## src/rtl/vfs_pkg.sv

```systemverilog
// Shared types for the operating-point transition sequencer.
package vfs_pkg;
    // Sequencer phases, in the order a rising-ratio transition visits them.
    typedef enum logic [1:0] {
        ST_IDLE   = 2'd0,
        ST_VPRE   = 2'd1,
        ST_RELOCK = 2'd2,
        ST_VPOST  = 2'd3
    } vfs_state_e;
endpackage

```

## src/rtl/vfs_pending.sv

```systemverilog
// Held-request register: captures every request write, and keeps only the
// newest one until the sequencer takes it.
// Assumes take is asserted only while pend_valid is high.
module vfs_pending #(
    parameter int VW = 6,
    parameter int RW = 5
) (
    input  logic          clk,
    input  logic          rst_n,
    input  logic          req_valid,
    input  logic [VW-1:0] req_vcode,
    input  logic [RW-1:0] req_ratio,
    input  logic          take,
    output logic          pend_valid,
    output logic [VW-1:0] pend_vcode,
    output logic [RW-1:0] pend_ratio
);
    // Flag: set by a write, cleared by take unless a write arrives in the same cycle.
    always_ff @(posedge clk) begin
        if (!rst_n) pend_valid <= 1'b0;
        else        pend_valid <= req_valid | (pend_valid & ~take);
    end

    // Data: each write overwrites whatever target is still pending.
    always_ff @(posedge clk) begin
        if (!rst_n) begin
            pend_vcode <= '0;
            pend_ratio <= '0;
        end else if (req_valid) begin
            pend_vcode <= req_vcode;
            pend_ratio <= req_ratio;
        end
    end

    AST_TAKE_NEEDS_PENDING: assert property (@(posedge clk) disable iff (!rst_n)
        take |-> pend_valid);
endmodule

```

## src/rtl/vfs_vstep.sv

```systemverilog
// Voltage stepper: while enabled, moves the voltage code one LSB toward the
// target every dwell+1 cycles. It issues step pulses; the owner of the code
// register applies them. Assumes dwell is held steady during a phase.
module vfs_vstep #(
    parameter int VW = 6,
    parameter int DW = 8
) (
    input  logic          clk,
    input  logic          rst_n,
    input  logic          en,
    input  logic [VW-1:0] cur_vcode,
    input  logic [VW-1:0] tgt_vcode,
    input  logic [DW-1:0] dwell,
    output logic          at_tgt,
    output logic          step_up,
    output logic          step_dn
);
    logic [DW-1:0] dcnt;
    logic          fire;

    // Step decision for the current cycle.
    always_comb begin
        at_tgt  = (cur_vcode == tgt_vcode);
        fire    = en && !at_tgt && (dcnt == dwell);
        step_up = fire && (tgt_vcode > cur_vcode);
        step_dn = fire && (tgt_vcode < cur_vcode);
    end

    // Dwell counter: runs only while stepping and restarts after each step.
    always_ff @(posedge clk) begin
        if (!rst_n)                     dcnt <= '0;
        else if (!en || at_tgt || fire) dcnt <= '0;
        else                            dcnt <= dcnt + DW'(1);
    end

    AST_ONE_DIRECTION: assert property (@(posedge clk) disable iff (!rst_n)
        !(step_up && step_dn));
    AST_IDLE_COUNTER: assert property (@(posedge clk) disable iff (!rst_n)
        !$past(en) |-> dcnt == '0);
endmodule

```

## src/rtl/vfs_relock.sv

```systemverilog
// Relock monitor: while enabled, it waits for the PLL lock input to be seen
// low and then high. A watchdog ends the wait after LOCK_MAX cycles.
// Assumes the PLL drops its lock within the window after a ratio change.
module vfs_relock #(
    parameter int LOCK_MAX = 2500,
    localparam int WW = $clog2(LOCK_MAX + 1)
) (
    input  logic clk,
    input  logic rst_n,
    input  logic en,
    input  logic pll_locked,
    output logic lock_ok,
    output logic timeout
);
    logic [WW-1:0] wcnt;
    logic          seen_low;

    // Exit conditions for the current relock cycle.
    always_comb begin
        lock_ok = en && pll_locked && seen_low;
        timeout = en && !lock_ok && (wcnt == WW'(LOCK_MAX - 1));
    end

    // Window counter and lost-lock flag, both cleared outside the window.
    always_ff @(posedge clk) begin
        if (!rst_n || !en || lock_ok || timeout) begin
            wcnt     <= '0;
            seen_low <= 1'b0;
        end else begin
            wcnt     <= wcnt + WW'(1);
            seen_low <= seen_low | ~pll_locked;
        end
    end

    AST_WD_RANGE: assert property (@(posedge clk) disable iff (!rst_n)
        wcnt < WW'(LOCK_MAX));
endmodule

```

## src/rtl/vf_sequencer.sv

```systemverilog
// Operating-point transition sequencer, top level. It takes requests from the
// held-request register and orders the voltage and ratio changes by
// direction. It stalls the core and blocks the bus during relock, and
// reports busy, done and relock timeout. Assumes the regulator follows the
// voltage-ID output and the PLL drops lock after a ratio change.
module vf_sequencer
    import vfs_pkg::*;
#(
    parameter int          VW        = 6,
    parameter int          RW        = 5,
    parameter int          DW        = 8,
    parameter int          LOCK_MAX  = 2500,
    parameter logic [5:0]  DEF_VCODE = 6'd20,
    parameter logic [4:0]  DEF_RATIO = 5'd8,
    localparam int         SW        = $clog2(LOCK_MAX + 1) + 1
) (
    input  logic          clk,
    input  logic          rst_n,
    input  logic          req_valid,
    input  logic [VW-1:0] req_vcode,
    input  logic [RW-1:0] req_ratio,
    input  logic [DW-1:0] dwell,
    input  logic          pll_locked,
    output logic [VW-1:0] vid_out,
    output logic [RW-1:0] ratio_out,
    output logic          core_stall,
    output logic          bus_block,
    output logic          busy,
    output logic          done,
    output logic          lock_err
);
    vfs_state_e    state;
    logic [VW-1:0] cur_v, tgt_v, pend_v;
    logic [RW-1:0] cur_r, tgt_r, pend_r;
    logic          pend_valid, take;
    logic          step_en, at_tgt, step_up, step_dn;
    logic          relock_en, lock_ok, timeout;
    logic          done_q, err_q;

    // A pending request is taken only between transitions.
    always_comb take = (state == ST_IDLE) && pend_valid;

    vfs_pending #(.VW(VW), .RW(RW)) u_pending (
        .clk(clk), .rst_n(rst_n), .req_valid(req_valid),
        .req_vcode(req_vcode), .req_ratio(req_ratio), .take(take),
        .pend_valid(pend_valid), .pend_vcode(pend_v), .pend_ratio(pend_r)
    );

    // Voltage steps are allowed only in the two stepping phases.
    always_comb step_en = (state == ST_VPRE) || (state == ST_VPOST);

    vfs_vstep #(.VW(VW), .DW(DW)) u_vstep (
        .clk(clk), .rst_n(rst_n), .en(step_en), .cur_vcode(cur_v),
        .tgt_vcode(tgt_v), .dwell(dwell), .at_tgt(at_tgt),
        .step_up(step_up), .step_dn(step_dn)
    );

    // The relock monitor runs only during the stall window.
    always_comb relock_en = (state == ST_RELOCK);

    vfs_relock #(.LOCK_MAX(LOCK_MAX)) u_relock (
        .clk(clk), .rst_n(rst_n), .en(relock_en), .pll_locked(pll_locked),
        .lock_ok(lock_ok), .timeout(timeout)
    );

    // Phase sequencing, ratio register, target capture and report pulses.
    always_ff @(posedge clk) begin
        if (!rst_n) begin
            state  <= ST_IDLE;
            cur_r  <= RW'(DEF_RATIO);
            tgt_v  <= VW'(DEF_VCODE);
            tgt_r  <= RW'(DEF_RATIO);
            done_q <= 1'b0;
            err_q  <= 1'b0;
        end else begin
            done_q <= 1'b0;
            err_q  <= 1'b0;
            unique case (state)
                ST_IDLE: begin
                    if (take) begin
                        tgt_v <= pend_v;
                        tgt_r <= pend_r;
                        if (pend_v == cur_v && pend_r == cur_r) begin
                            done_q <= 1'b1;
                        end else if (pend_r > cur_r) begin
                            state <= ST_VPRE;
                        end else if (pend_r < cur_r) begin
                            state <= ST_RELOCK;
                            cur_r <= pend_r;
                        end else begin
                            state <= ST_VPOST;
                        end
                    end
                end
                ST_VPRE: begin
                    if (at_tgt) begin
                        state <= ST_RELOCK;
                        cur_r <= tgt_r;
                    end
                end
                ST_RELOCK: begin
                    if (lock_ok || timeout) state <= ST_VPOST;
                    if (timeout)            err_q <= 1'b1;
                end
                ST_VPOST: begin
                    if (at_tgt) begin
                        state  <= ST_IDLE;
                        done_q <= 1'b1;
                    end
                end
                default: state <= ST_IDLE;
            endcase
        end
    end

    // Voltage-code register, moved only by single-LSB stepper pulses.
    always_ff @(posedge clk) begin
        if (!rst_n)       cur_v <= VW'(DEF_VCODE);
        else if (step_up) cur_v <= cur_v + VW'(1);
        else if (step_dn) cur_v <= cur_v - VW'(1);
    end

    // Output drive from the state and the point registers.
    always_comb begin
        vid_out    = cur_v;
        ratio_out  = cur_r;
        core_stall = (state == ST_RELOCK);
        bus_block  = (state == ST_RELOCK);
        busy       = (state != ST_IDLE);
        done       = done_q;
        lock_err   = err_q;
    end

    // Length of the current stall run, kept for the bound check.
    logic [SW-1:0] stall_run;
    always_ff @(posedge clk) begin
        if (!rst_n || !core_stall) stall_run <= '0;
        else                       stall_run <= stall_run + SW'(1);
    end

    AST_RESET_STATE: assert property (@(posedge clk)
        !rst_n |=> (vid_out == VW'(DEF_VCODE) && ratio_out == RW'(DEF_RATIO)
                    && !busy && !core_stall && !done && !lock_err));
    AST_UP_ORDER: assert property (@(posedge clk) disable iff (!rst_n)
        (ratio_out > $past(ratio_out)) |-> (vid_out == tgt_v));
    AST_UP_VOLT_FIRST: assert property (@(posedge clk) disable iff (!rst_n)
        (vid_out != $past(vid_out) && $past(state) == ST_VPRE) |-> (ratio_out < tgt_r));
    AST_DOWN_ORDER: assert property (@(posedge clk) disable iff (!rst_n)
        (vid_out != $past(vid_out)) |-> ($past(state) != ST_RELOCK && $past(state) != ST_IDLE));
    AST_SINGLE_STEP: assert property (@(posedge clk) disable iff (!rst_n)
        (vid_out != $past(vid_out)) |->
            (vid_out == $past(vid_out) + VW'(1) || vid_out == $past(vid_out) - VW'(1)));
    AST_TARGET_HELD: assert property (@(posedge clk) disable iff (!rst_n)
        ($past(busy) && busy) |-> (tgt_v == $past(tgt_v) && tgt_r == $past(tgt_r)));
    AST_STALL_BOUND: assert property (@(posedge clk) disable iff (!rst_n)
        core_stall |-> (stall_run < SW'(LOCK_MAX)));
    AST_DONE_PULSE: assert property (@(posedge clk) disable iff (!rst_n)
        done |=> !done);
    AST_ERR_PULSE: assert property (@(posedge clk) disable iff (!rst_n)
        lock_err |-> ($past(core_stall) && !core_stall));
endmodule

```

## config.mk

```make
export PLATFORM = sky130hd
export DESIGN_NAME = vf_sequencer
export DESIGN_NICKNAME = d
export VERILOG_FILES = /design/src/rtl/vfs_pkg.sv /design/src/rtl/vfs_pending.sv /design/src/rtl/vfs_vstep.sv /design/src/rtl/vfs_relock.sv /design/src/rtl/vf_sequencer.sv
export SDC_FILE = /design/constraint.sdc
export NUM_CORES = 1
export LEC_CHECK = 0
export CAP_MARGIN = 40
export CORE_AREA = 2 2 77 79
export CTS_CLUSTER_SIZE = 10
export DETAILED_ROUTE_END_ITERATION = 7
export DIE_AREA = 0 0 79 81
export DONT_BUFFER_PORTS = 1
export PLACE_DENSITY = 0.68
export SYNTH_ARGS = -nofsm -noshare
export SYNTH_HDL_FRONTEND = slang
export SYNTH_SLANG_ARGS = --single-unit
```

## constraint.sdc

```tcl
create_clock -name clk -period 5 [get_ports clk]
set_input_delay 0.5 -clock clk [delete_from_list [all_inputs] [get_ports clk]]
set_output_delay 0.5 -clock clk [all_outputs]
set_load 0.05 [all_outputs]
```

Yosys cells after proc, flatten, opt, wreduce, memory -nomap -nowiden
Cells that the tools add are included.
{"block": "classes", "addsub": 4, "magnitude_cmp": 4, "n_eq_ne": 15, "mux": 21, "n_bitwise": 6, "n_reduce_logical": 31}
{"cell": "$mux 5", "n": 5}
{"cell": "$add 12x1->12 const B", "n": 1}
{"cell": "$eq 12x12->1 const B", "n": 1}
{"cell": "$eq 6x6->1", "n": 2}
{"cell": "$mux 2", "n": 6}
{"cell": "$mux 6", "n": 2}
{"cell": "$logic_and 1x1->1", "n": 10}
{"cell": "$pmux 5 s2", "n": 1}
{"cell": "$add 8x1->8 const B", "n": 1}
{"cell": "$eq 8x8->1", "n": 1}
{"cell": "$ne 2x1->1 const B", "n": 4}
{"cell": "$pmux 2 s4", "n": 1}
{"cell": "$logic_or 1x1->1", "n": 7}
{"cell": "$add 6x1->6 const B", "n": 1}
{"cell": "$gt 6x6->1", "n": 1}
{"cell": "$lt 6x6->1", "n": 1}
{"cell": "$ne 2x2->1 const B", "n": 3}
{"cell": "$reduce_and 6->1", "n": 1}
{"cell": "$reduce_bool 2->1", "n": 3}
{"cell": "$sub 6x1->6 const B", "n": 1}
{"cell": "$eq 5x5->1", "n": 1}
{"cell": "$gt 5x5->1", "n": 1}
{"cell": "$logic_not 1->1", "n": 5}
{"cell": "$lt 5x5->1", "n": 1}
{"cell": "11 further kinds", "n": 20}
{"block": "totals", "regBits": 59, "output_inout_bits": 16}

Logic depth before layout (Yosys ltp)
Gate-level depths: netlist (run 1).
{"block": "depth", "ltp_word": 9, "depth_mapped": 15, "ltp_nobuf": 14}

Cells and area by module
Synthesis (run 1) repeated with hierarchy kept, for this count alone.
{"block": "hier_totals", "cells_unflattened": 351, "area_unflattened_um2": 3110.5}
{"mod": "vf_sequencer", "n_inst": 1, "cells_each": 182, "area_each_um2": 1545.2}
{"mod": "vfs_relock", "n_inst": 1, "cells_each": 64, "area_each_um2": 566.8}
{"mod": "vfs_vstep", "n_inst": 1, "cells_each": 67, "area_each_um2": 550.5}
{"mod": "vfs_pending", "n_inst": 1, "cells_each": 38, "area_each_um2": 447.9}

Least setup slack after synthesis (run 1)
No wires, ideal clock.
{"block": "synth_path", "kind": "register -> register", "from": "reg cur_v[4], in the netlist vid_out[4]", "to": "reg cur_v[5], in the netlist vid_out[5]", "setup_time_ps": 125, "arrival_time_ps": 3147, "required_ps": 4875, "path_slack_ps": 1728, "stages_incl_launch_ff": 16, "path_cell_list": "dfxtp_1 inv_1 ha_1 and4_1 nand3_2 o21a_1 nor2b_1 buf_2 nand2_1 ha_1 a211oi_1 o21bai_1 a21oi_1 xnor2_1 o211ai_1 o31ai_1"}
{"block": "synth_via", "elab_chain_len": 6}
{"element": "start, declared", "line_no": "vf_sequencer.sv:33", "rtl": "logic [VW-1:0] cur_v, tgt_v, pend_v;"}
{"element": "start signal, assigned", "line_no": "vf_sequencer.sv:118", "rtl": "if (!rst_n) cur_v <= VW'(DEF_VCODE);"}
{"element": "start signal, assigned", "line_no": "vf_sequencer.sv:119", "rtl": "else if (step_up) cur_v <= cur_v + VW'(1);"}
{"element": "start signal, assigned", "line_no": "vf_sequencer.sv:120", "rtl": "else if (step_dn) cur_v <= cur_v - VW'(1);"}
{"element": "parallel branches: the longest is 6 deep, another holds $sub 6x1->6"}
Several ways; the timed one is not identified. The select of a mux whose other input is x is not followed.
A chain may end at the register's enable or synchronous reset.

Worst setup path after layout (run 1)
{"block": "layout_path", "from": "reg cur_v[5], in the netlist vid_out[5]", "to": "reg cur_v[5], in the netlist vid_out[5]"}
The elaborated chain is that of the path after synthesis.

==> flow_summary.ini, run 1 <==
[clocking]
htree_num_levels = 3
cts_made_buffers = 9
cts-root-buf = clkbuf_8
clock_latency_ns = 0.33
clkSlewWorstSetupHoldPaths_ns = 0.07
cts_setup_buffers = 0
cts_num_sinks = 59
cts_tree = built
clk_path_buf_depth = 2
cts_resized = 0
cts_hold_buf = 0

[global_route]
gr-usage-all-layers = 0.198
grt_pass1_wl_um = 9770
first_global_vias = 2136
grt_max_degree = 18
antenna_found_initial = 0
overflow = 0

[finish]
fillers = 546
final_util = 0.573
fin_cells = 415
regArea_um2 = 1180
syn2layout_area_growth_pct = 10.3
diodes = 0
final_layout_size_suffix_gt1_frac = 0.0735
fin_nets = 381
multiInputGateArea_um2 = 1640

[sta]
clock_skew_ns = 0.0103
max_freq_mhz = 249
period_needed_ns = 4.02
rsz0062_at_grt = no
period_share = 0.803
slew_headroom = 0.459
setup_tns_ns = 0
setup_viol = 0
hold_viol = 0
drv_slew = 0
worst_slew_pin_slew_ns = 0.811
hold_slack_ns = 0.242

[critical_path]
cp_max_fo = 8
path_cells = inv_1 -> ha_1 -> and4_1 -> nand3_2 -> o21a_1 -> nor2b_1 -> nand2_1 -> ha_1 -> a211oi_1 -> o21bai_1 -> a21oi_1 -> xnor2_1 -> o211ai_1 -> o31ai_1
cp-end-kind = flop
max_stage_delay_ns = 0.70
r2r_slack_ns = 0.98
critPathLaunchType = flop
crit_path_end = vid_out[5]
slowest_stage = dfxtp_1
r2r_cells = 14
crit_type = flop to flop
crit_path_frequent_cell = ha_1
cp.required_ns = 5.22
rr_startpoint = vid_out[5]
worst_ep_arrival_time_ns = 4.24
worst_r2r_endpoint = vid_out[5]
cp-startpoint = vid_out[5]

[drt]
drt_iter0_markers = 83
vias = 2201
ant_nets = 0
vias_per_cell = 5.30
wire_per_inst_um = 13.9
first_pass_iters = 4
wirelength_um = 5760
drc = 0

[floorplanning]
ios = 39
die-area_um2 = 6400
die_h_um = 81
die_w_um = 79
num_rows = 28
start_util = 0.520
core_um2 = 5680

[pwr]
max-vdd-ir-drop_v = 0.000248
total_leakage_power_nw = 1.29
p_per_area_nw_per_um2 = 446

[logic_synthesis]
yosys_warnings = 0
synth_cell_types = 44
yosysTopAreaCell = dfxtp_1
synthFlopType = dfxtp_1
syn-num-nets = 378
synth_area_leaders = dfxtp_1 (40%), ha_1 (8.9%), xor2_1 (6.5%), nand2_1 (4.7%), nor2_1 (4.7%)
synth_edf_count = 0
synth_area_um2 = 2950
syn_inst = 333
ys_ff_latch = 59
yosysTopAreaCellShare = 0.400
avgSynthCellArea_um2 = 8.86
async_flop_share = 0
ys_seq_area_frac = 0.400

[place]
io_buffer_count = 0
dp_cells = 400
gp_congestion = 0.850
dpl.hpwl_um = 4150

[flow_run]
maxCapViolCount = 0

[run_status]
outcome = complete, no violations

[min_path]
hold_class = primary input to flop
holdPathStages = 1
sequential cells by signal, summed over array words and instances (netlist names):
signal	count
u_pending.pend_valid	1
u_relock.seen_low	1
lock_err	1
done	1
u_vstep.dcnt	8
vid_out	6
u_pending.pend_vcode	6
u_pending.pend_ratio	5
tgt_v	6
u_relock.wcnt	12
tgt_r	5
ratio_out	5
state	2
layout make-up:
class                      count  share of cell area
multi-input combinational    241               0.504
sequential                    59               0.363
clock buffer                  10              0.0423
tap                           75              0.0288
inverter                      21              0.0242
clock inverter                 5              0.0238
timing repair buffer           4              0.0138
cells by family (layout without fill, tap and decap cells):
kind of cell / after synthesis / after routing / synth area share
buffers and inverters: 33 / 40 / 0.0441
flip-flops: 59 / 59 / 0.400
multiplexers: 13 / 13 / 0.0441
adder cells (fa/ha/maj): 22 / 22 / 0.0958
AO/OA/AOI/OAI: 49 / 49 / 0.119
AND/OR/NAND/NOR: 122 / 122 / 0.193
XOR/XNOR: 35 / 35 / 0.104
metrics by stage:
stage / total power, mW / worst slack (ns) / cell area, um2
CTS: 1.47 / 0.978 / 3250
global route: 1.54 / 0.647 / 3250
finish: 1.45 / 0.983 / 3250
global placement: 0.970 / 1.19 / 3010
detailed placement: 0.991 / 1.01 / 3040
floorplan: 0.917 / 1.73 / 2950
where the power goes:
| group | internal [mW] | total, mW | switching [mW] |
|---|---|---|---|
| combinational | 0.133 | 0.393 | 0.260 |
| sequential | 0.511 | 0.584 | 0.0732 |
| clock | 0.289 | 0.475 | 0.186 |
per-layer routing:
layer / global-route usage / vias up / wire length, um
met4: 0.0741 / 0 / 55
li1: - / 1144 / -
met5: 0 / - / 0
met1: 0.239 / 1008 / 2650
met2: 0.325 / 43 / 2710
met3: 0.0733 / 6 / 345
how the worst min path moves through the flow:
stage                            startpoint           endpoint  slack [ns]
after floorplan           u_relock.seen_low  u_relock.seen_low        0.43
after global placement    u_relock.seen_low  u_relock.seen_low        0.43
after detailed placement  u_relock.seen_low  u_relock.seen_low        0.44
after CTS                             rst_n           tgt_r[3]        0.22
after global routing                  rst_n           tgt_r[3]        0.23
final                                 rst_n           tgt_v[2]        0.24
cell usage after synthesis, drive strengths merged, types with 7 or more instances:
cell type  instances
nand3             22
nand2             38
a211oi             7
mux2i             13
dfxtp             59
xor2              22
nor2              37
a21oi             18
ha                21
inv               21
xnor2             13
clkbuf             7
worst max-delay path, delay by kind of cell, from the launching register on:
kind            cells  cell delay, ns
fa+ha+maj           2            0.72
buf+inv             1            0.14
compound gates      6            1.01
flops               1            0.70
simple gates        4            1.23
xor+xnor            1            0.11
cells in the final DEF (no fill, tap or decap), drive strengths merged, types with 2 or more instances in the layout:
| cell type | synthesis | layout |
|---|---|---|
| and3 | 4 | 4 |
| ha | 21 | 21 |
| nor2 | 37 | 37 |
| buf | 5 | 4 |
| and4 | 4 | 4 |
| nand2 | 38 | 38 |
| a211oi | 7 | 7 |
| o21ai | 3 | 3 |
| a221oi | 2 | 2 |
| o31ai | 3 | 3 |
| inv | 21 | 21 |
| nand3 | 22 | 22 |
| nor2b | 5 | 5 |
| and2 | 2 | 2 |
| a21o | 3 | 3 |
| bufinv | 0 | 2 |
| nor4 | 3 | 3 |
| xor2 | 22 | 22 |
| xnor2 | 13 | 13 |
| o211ai | 3 | 3 |
| a21oi | 18 | 18 |
| dfxtp | 59 | 59 |
| clkbuf | 7 | 10 |
| a31oi | 2 | 2 |
| nor3 | 2 | 2 |
| nand4 | 2 | 2 |
| clkinv | 0 | 2 |
| mux2i | 13 | 13 |
Note: power is estimated with default switching activity, not from simulation.
==> run 2, diff against run 1 <==
Clock period 5 ns to 4.1 ns, I/O delays scaled along.
==> flow_summary.ini, run 2 (synthesis results as in run 1) <==
[min_path]
min_to = tgt_v[2]
min_from = rst_n
hold_class = primary input to flop
holdPathStages = 1

[finish]
syn2layout_area_growth_pct = 12.7
largest-register = u_relock.wcnt
final_common_cell = dfxtp_1
final_layout_size_suffix_gt1_frac = 0.0838
final_util = 0.586
fin_cells = 421
largest_reg_flops = 12
diodes = 0
final_cell_mix = dfxtp_1 (59), nand2_1 (37), nor2_1 (37), xor2_1 (22)
largestRegisters = u_relock.wcnt: 12 flops, u_vstep.dcnt: 8 flops
fin_nets = 386

[critical_path]
cp.required_ns = 4.32
r2r_slack_ns = 0.77
cp-end-kind = flop
critPathLaunchType = flop
worst_ep_arrival_time_ns = 3.55
slowest_stage = ha_1
path_cells = buf_4 -> inv_1 -> ha_1 -> and4_1 -> nand3_2 -> o21a_1 -> nor2b_1 -> buf_4 -> nand2_1 -> ha_1 -> a211oi_1 -> o21bai_1 -> a21oi_1 -> xnor2_1 -> o211ai_1 -> o31ai_1
crit_type = flop to flop
max_stage_delay_ns = 0.33
r2r_cells = 16
rr_startpoint = vid_out[4]
cp_max_fo = 8
worst_r2r_endpoint = vid_out[5]

[floorplanning]
start_util = 0.520
ios = 39
die_h_um = 81
die-area_um2 = 6400
core_um2 = 5680
num_rows = 28
die_w_um = 79

[clocking]
cts_resized = 0
cts_num_sinks = 59
clkSlewWorstSetupHoldPaths_ns = 0.06
cts_hold_buf = 0
cts_tree = built
cts_made_buffers = 9
clock_latency_ns = 0.33
clk_path_buf_depth = 2
cts_setup_buffers = 0
htree_num_levels = 3
cts-root-buf = clkbuf_8

[drt]
wl_met2_um = 2610
wl_met1_um = 2760
ant_nets = 0
wire_per_inst_um = 13.6
vias_per_cell = 5.32
route.met3.wl_um = 259
dr.max_layer_used = met4
first_pass_iters = 4
vias = 2241
wirelength_um = 5710
drc = 0
drt_iter0_markers = 65

[sta]
worst_slew_pin_slew_ns = 0.580
clock_skew_ns = 0.00533
drv_slew = 0
rsz0062_at_grt = no
period_needed_ns = 3.33
setup_tns_ns = 0
max_freq_mhz = 300
hold_viol = 0
setup_viol = 0
period_share = 0.812
slew_headroom = 0.613

[global_route]
grt_max_degree = 19
antenna_found_initial = 0
grt_pass1_wl_um = 9480
first_global_vias = 2082
gr-usage-all-layers = 0.193
overflow = 0

[pwr]
p_per_area_nw_per_um2 = 563
max-vdd-ir-drop_v = 0.000316
total_leakage_power_nw = 1.34
finalPower_mw = 1.87

[place]
dpl.hpwl_um = 4120
gp_congestion = 0.860
dp_cells = 405
io_buffer_count = 0

[flow_run]
maxCapViolCount = 0

[run_status]
outcome = complete, no violations
[run 2: cell types whose count changed in the layout (fill, tap and decap cells not counted), sizes merged]
cell      delta
buf          +5
clkinvlp     -1
clkbuf       +1
clkinv       -1
bufinv       +2
[run 2: area by class of cell]
type                            count  area [um2]
Clock buffer                       11         131
Sequential cell                    59        1180
Tap cell                           75        93.8
Clock inverter                      5         125
Fill cell                         518        2350
Inverter                           21        78.8
Timing Repair Buffer                9        75.1
Multi-Input combinational cell    241        1640
[run 2: layer usage]
| layer | global-route usage | vias up |
|---|---|---|
| met1 | 0.238 | 1041 |
| li1 | - | 1153 |
| met3 | 0.0611 | 9 |
| met5 | 0 | - |
| met4 | 0.0828 | 0 |
| met2 | 0.311 | 38 |
[run 2: where the power goes]
| group | switching [mW] | internal, mW | leakage, nW | total (mW) |
|---|---|---|---|---|
| combinational | 0.319 | 0.153 | 0.730 | 0.472 |
| sequential | 0.0906 | 0.623 | 0.480 | 0.713 |
| clock | 0.223 | 0.465 | 0.128 | 0.688 |
| total | 0.632 | 1.24 | 1.34 | 1.87 |
[run 2: how the worst max path moves through the flow]
stage          startpoint  slack, ns    endpoint  depth (start not counted)
2_1_floorplan  vid_out[4]       0.83  vid_out[5]                         15
3_3_place_gp   vid_out[4]       0.91  vid_out[5]                         16
3_5_place_dp   vid_out[4]       0.79  vid_out[5]                         16
4_1_cts        vid_out[4]       0.77  vid_out[5]                         16
5_1_grt        vid_out[4]       0.49  vid_out[5]                         16
6_report       vid_out[4]       0.77  vid_out[5]                         16
[run 2: through the flow]
stage | hold slack (ns) | instance area [um2] | setup slack (ns)
floorplan | 0.427 | 2950 | 0.828
global placement | 0.435 | 3050 | 0.905
detailed placement | 0.445 | 3070 | 0.794
CTS | 0.139 | 3320 | 0.766
global route | 0.139 | 3320 | 0.494
finish | 0.156 | 3320 | 0.770
[run 2: worst max-delay path: cells and delay by family, from the launching register on]
kind / cells / cell delay (ns)
AO/OA/AOI/OAI: 6 / 0.97
XOR/XNOR: 1 / 0.11
adder cells (fa/ha/maj): 2 / 0.66
buffers and inverters: 3 / 0.49
flip-flops: 1 / 0.32
AND/OR/NAND/NOR: 4 / 0.67
==> run 3, diff against run 2 <==
Settings changed: PLACE_DENSITY 0.68 to 0.71.
Clock period 4.1 ns to 2.71 ns, I/O delays scaled along.
==> flow_summary.ini, run 3 (synthesis results as in run 1) <==
[sta]
period_needed_ns = 2.56
max_freq_mhz = 391
clock_skew_ns = 0.00820
setup_ws_ns = 0.155
period_share = 0.943
drv_slew = 0
setup_tns_ns = 0
slew_headroom = 0.679
hold_viol = 0
worst_slew_pin_slew_ns = 0.481
hold_slack_ns = 0.0224
setup_viol = 0

[clocking]
clkSlewWorstSetupHoldPaths_ns = 0.07
clock_latency_ns = 0.34
cts_made_buffers = 9
htree_num_levels = 3
cts-root-buf = clkbuf_8
cts_tree = built
clk_path_buf_depth = 2
cts_num_sinks = 59

[drt]
vias = 2275
wirelength_um = 6150
vias_per_cell = 5.23
wire_per_inst_um = 14.1
ant_nets = 0
drc = 0
first_pass_iters = 4
drt_iter0_markers = 82

[global_route]
grt_pass1_wl_um = 9870
gr-usage-all-layers = 0.200
grt_max_degree = 19
overflow = 0
antenna_found_initial = 0
first_global_vias = 2170

[place]
io_buffer_count = 0
dpl.hpwl_um = 4260
dp_cells = 414
gp_congestion = 0.798
dpl_cell_area_um2 = 3240
dp_worst_setup_slack_ns = 0.0791

[floorplanning]
die-area_um2 = 6400
die_w_um = 79
core_um2 = 5680
num_rows = 28
die_h_um = 81
ios = 39
start_util = 0.520

[finish]
fin_cells = 435
final_util = 0.628
largestRegisters = u_relock.wcnt: 12 flops, u_vstep.dcnt: 8 flops
regArea_um2 = 1200
final_common_cell = dfxtp_1
largest_reg_flops = 12
final_cell_mix = dfxtp_1 (52), nor2_1 (37), nand2_1 (36), xor2_1 (22), nand3_1 (21)
diodes = 0
fin_nets = 400
largest-register = u_relock.wcnt
final_layout_size_suffix_gt1_frac = 0.194
multiInputGateArea_um2 = 1800
fillers = 483
syn2layout_area_growth_pct = 20.9
design_area_um2 = 3570

[flow_run]
maxCapViolCount = 0

[critical_path]
critPathLaunchType = flop
cp_num_buf_inv = 0
critical-path-top-delay-family = compound AO/OA/AOI/OAI gates
cp.required_ns = 2.92
r2r_slack_ns = 0.15
crit_path_frequent_cell = ha_4
cp_max_fo = 5
crit_type = flop to flop
slowest_stage = dfxtp_1
cp-end-kind = flop
worst_ep_arrival_time_ns = 2.77
max_stage_delay_ns = 0.39
path_cells = ha_4 -> and4_4 -> nand3_2 -> o21a_1 -> nor2b_4 -> nand2_8 -> ha_4 -> a211oi_2 -> o21bai_1 -> a21oi_2 -> xnor2_2 -> o211ai_1 -> o31ai_1

[pwr]
max-vdd-ir-drop_v = 0.000362
total_leakage_power_nw = 1.40
p_per_area_nw_per_um2 = 769
finalPower_mw = 2.74

[min_path]
hold_class = primary input to flop

[run_status]
outcome = complete, no violations
==> run 3: cell count changes in the layout (fill, tap and decap cells not counted), moves of 3 or more <==
cell           delta
buf_4            +11
ha_1              -8
ha_4              +8
dfxtp_1           -7
dfxtp_4           +4
inv_1             -4
inv_2             +4
bufinv_16         -3
dfxtp_2           +3
dlygate4sd3_1     +3
==> run 3: final timing paths <==
kind,cells after the start,to,from
min,1,u_relock.seen_low,pll_locked
min reg2reg,2,u_relock.seen_low,u_relock.seen_low
max,13,vid_out[5],tgt_v[4]
max reg2reg,13,vid_out[5],tgt_v[4]
==> run 3: metal layers <==
layer,global-route usage,vias up,wire (um),share of wire
met5,0,-,0,0
met4,0.0621,0,63,0.010
met3,0.0711,7,327,0.053
met2,0.344,40,3070,0.50
met1,0.235,1040,2690,0.44
li1,-,1188,-,-
==> run 3: worst register-to-register path, cell delays in order (launching register included) <==
cell and delay, ns:
dfxtp_1 0.39, ha_4 0.23, and4_4 0.18, nand3_2 0.07, o21a_1 0.16, nor2b_4 0.23, nand2_8 0.09, ha_4 0.25
a211oi_2 0.21, o21bai_1 0.11, a21oi_2 0.18, xnor2_2 0.08, o211ai_1 0.16, o31ai_1 0.09
==> run 3: area by class of cell <==
type / count / share of cell area
clock buffers: 10 / 0.0418
flip-flops and latches: 59 / 0.336
repair buffers: 23 / 0.0526
inverters: 21 / 0.0221
well taps: 75 / 0.0263
multi-input cells: 241 / 0.504
clock inverters: 6 / 0.0172
==> run 3: repair_timing <==
action | CTS | global route
hold buffers | 1 | 2
hold endpoints to repair | 2 | 1
buffers inserted | 0 | 3
resized for setup | 0 | 12
endpoints found under the setup margin | 0 | 2
==> run 3: power breakdown <==
part	switching [mW]	internal (mW)	total (mW)
Combinational	0.592	0.318	0.909
Clock	0.357	0.478	0.835
Sequential	0.0607	0.938	0.998
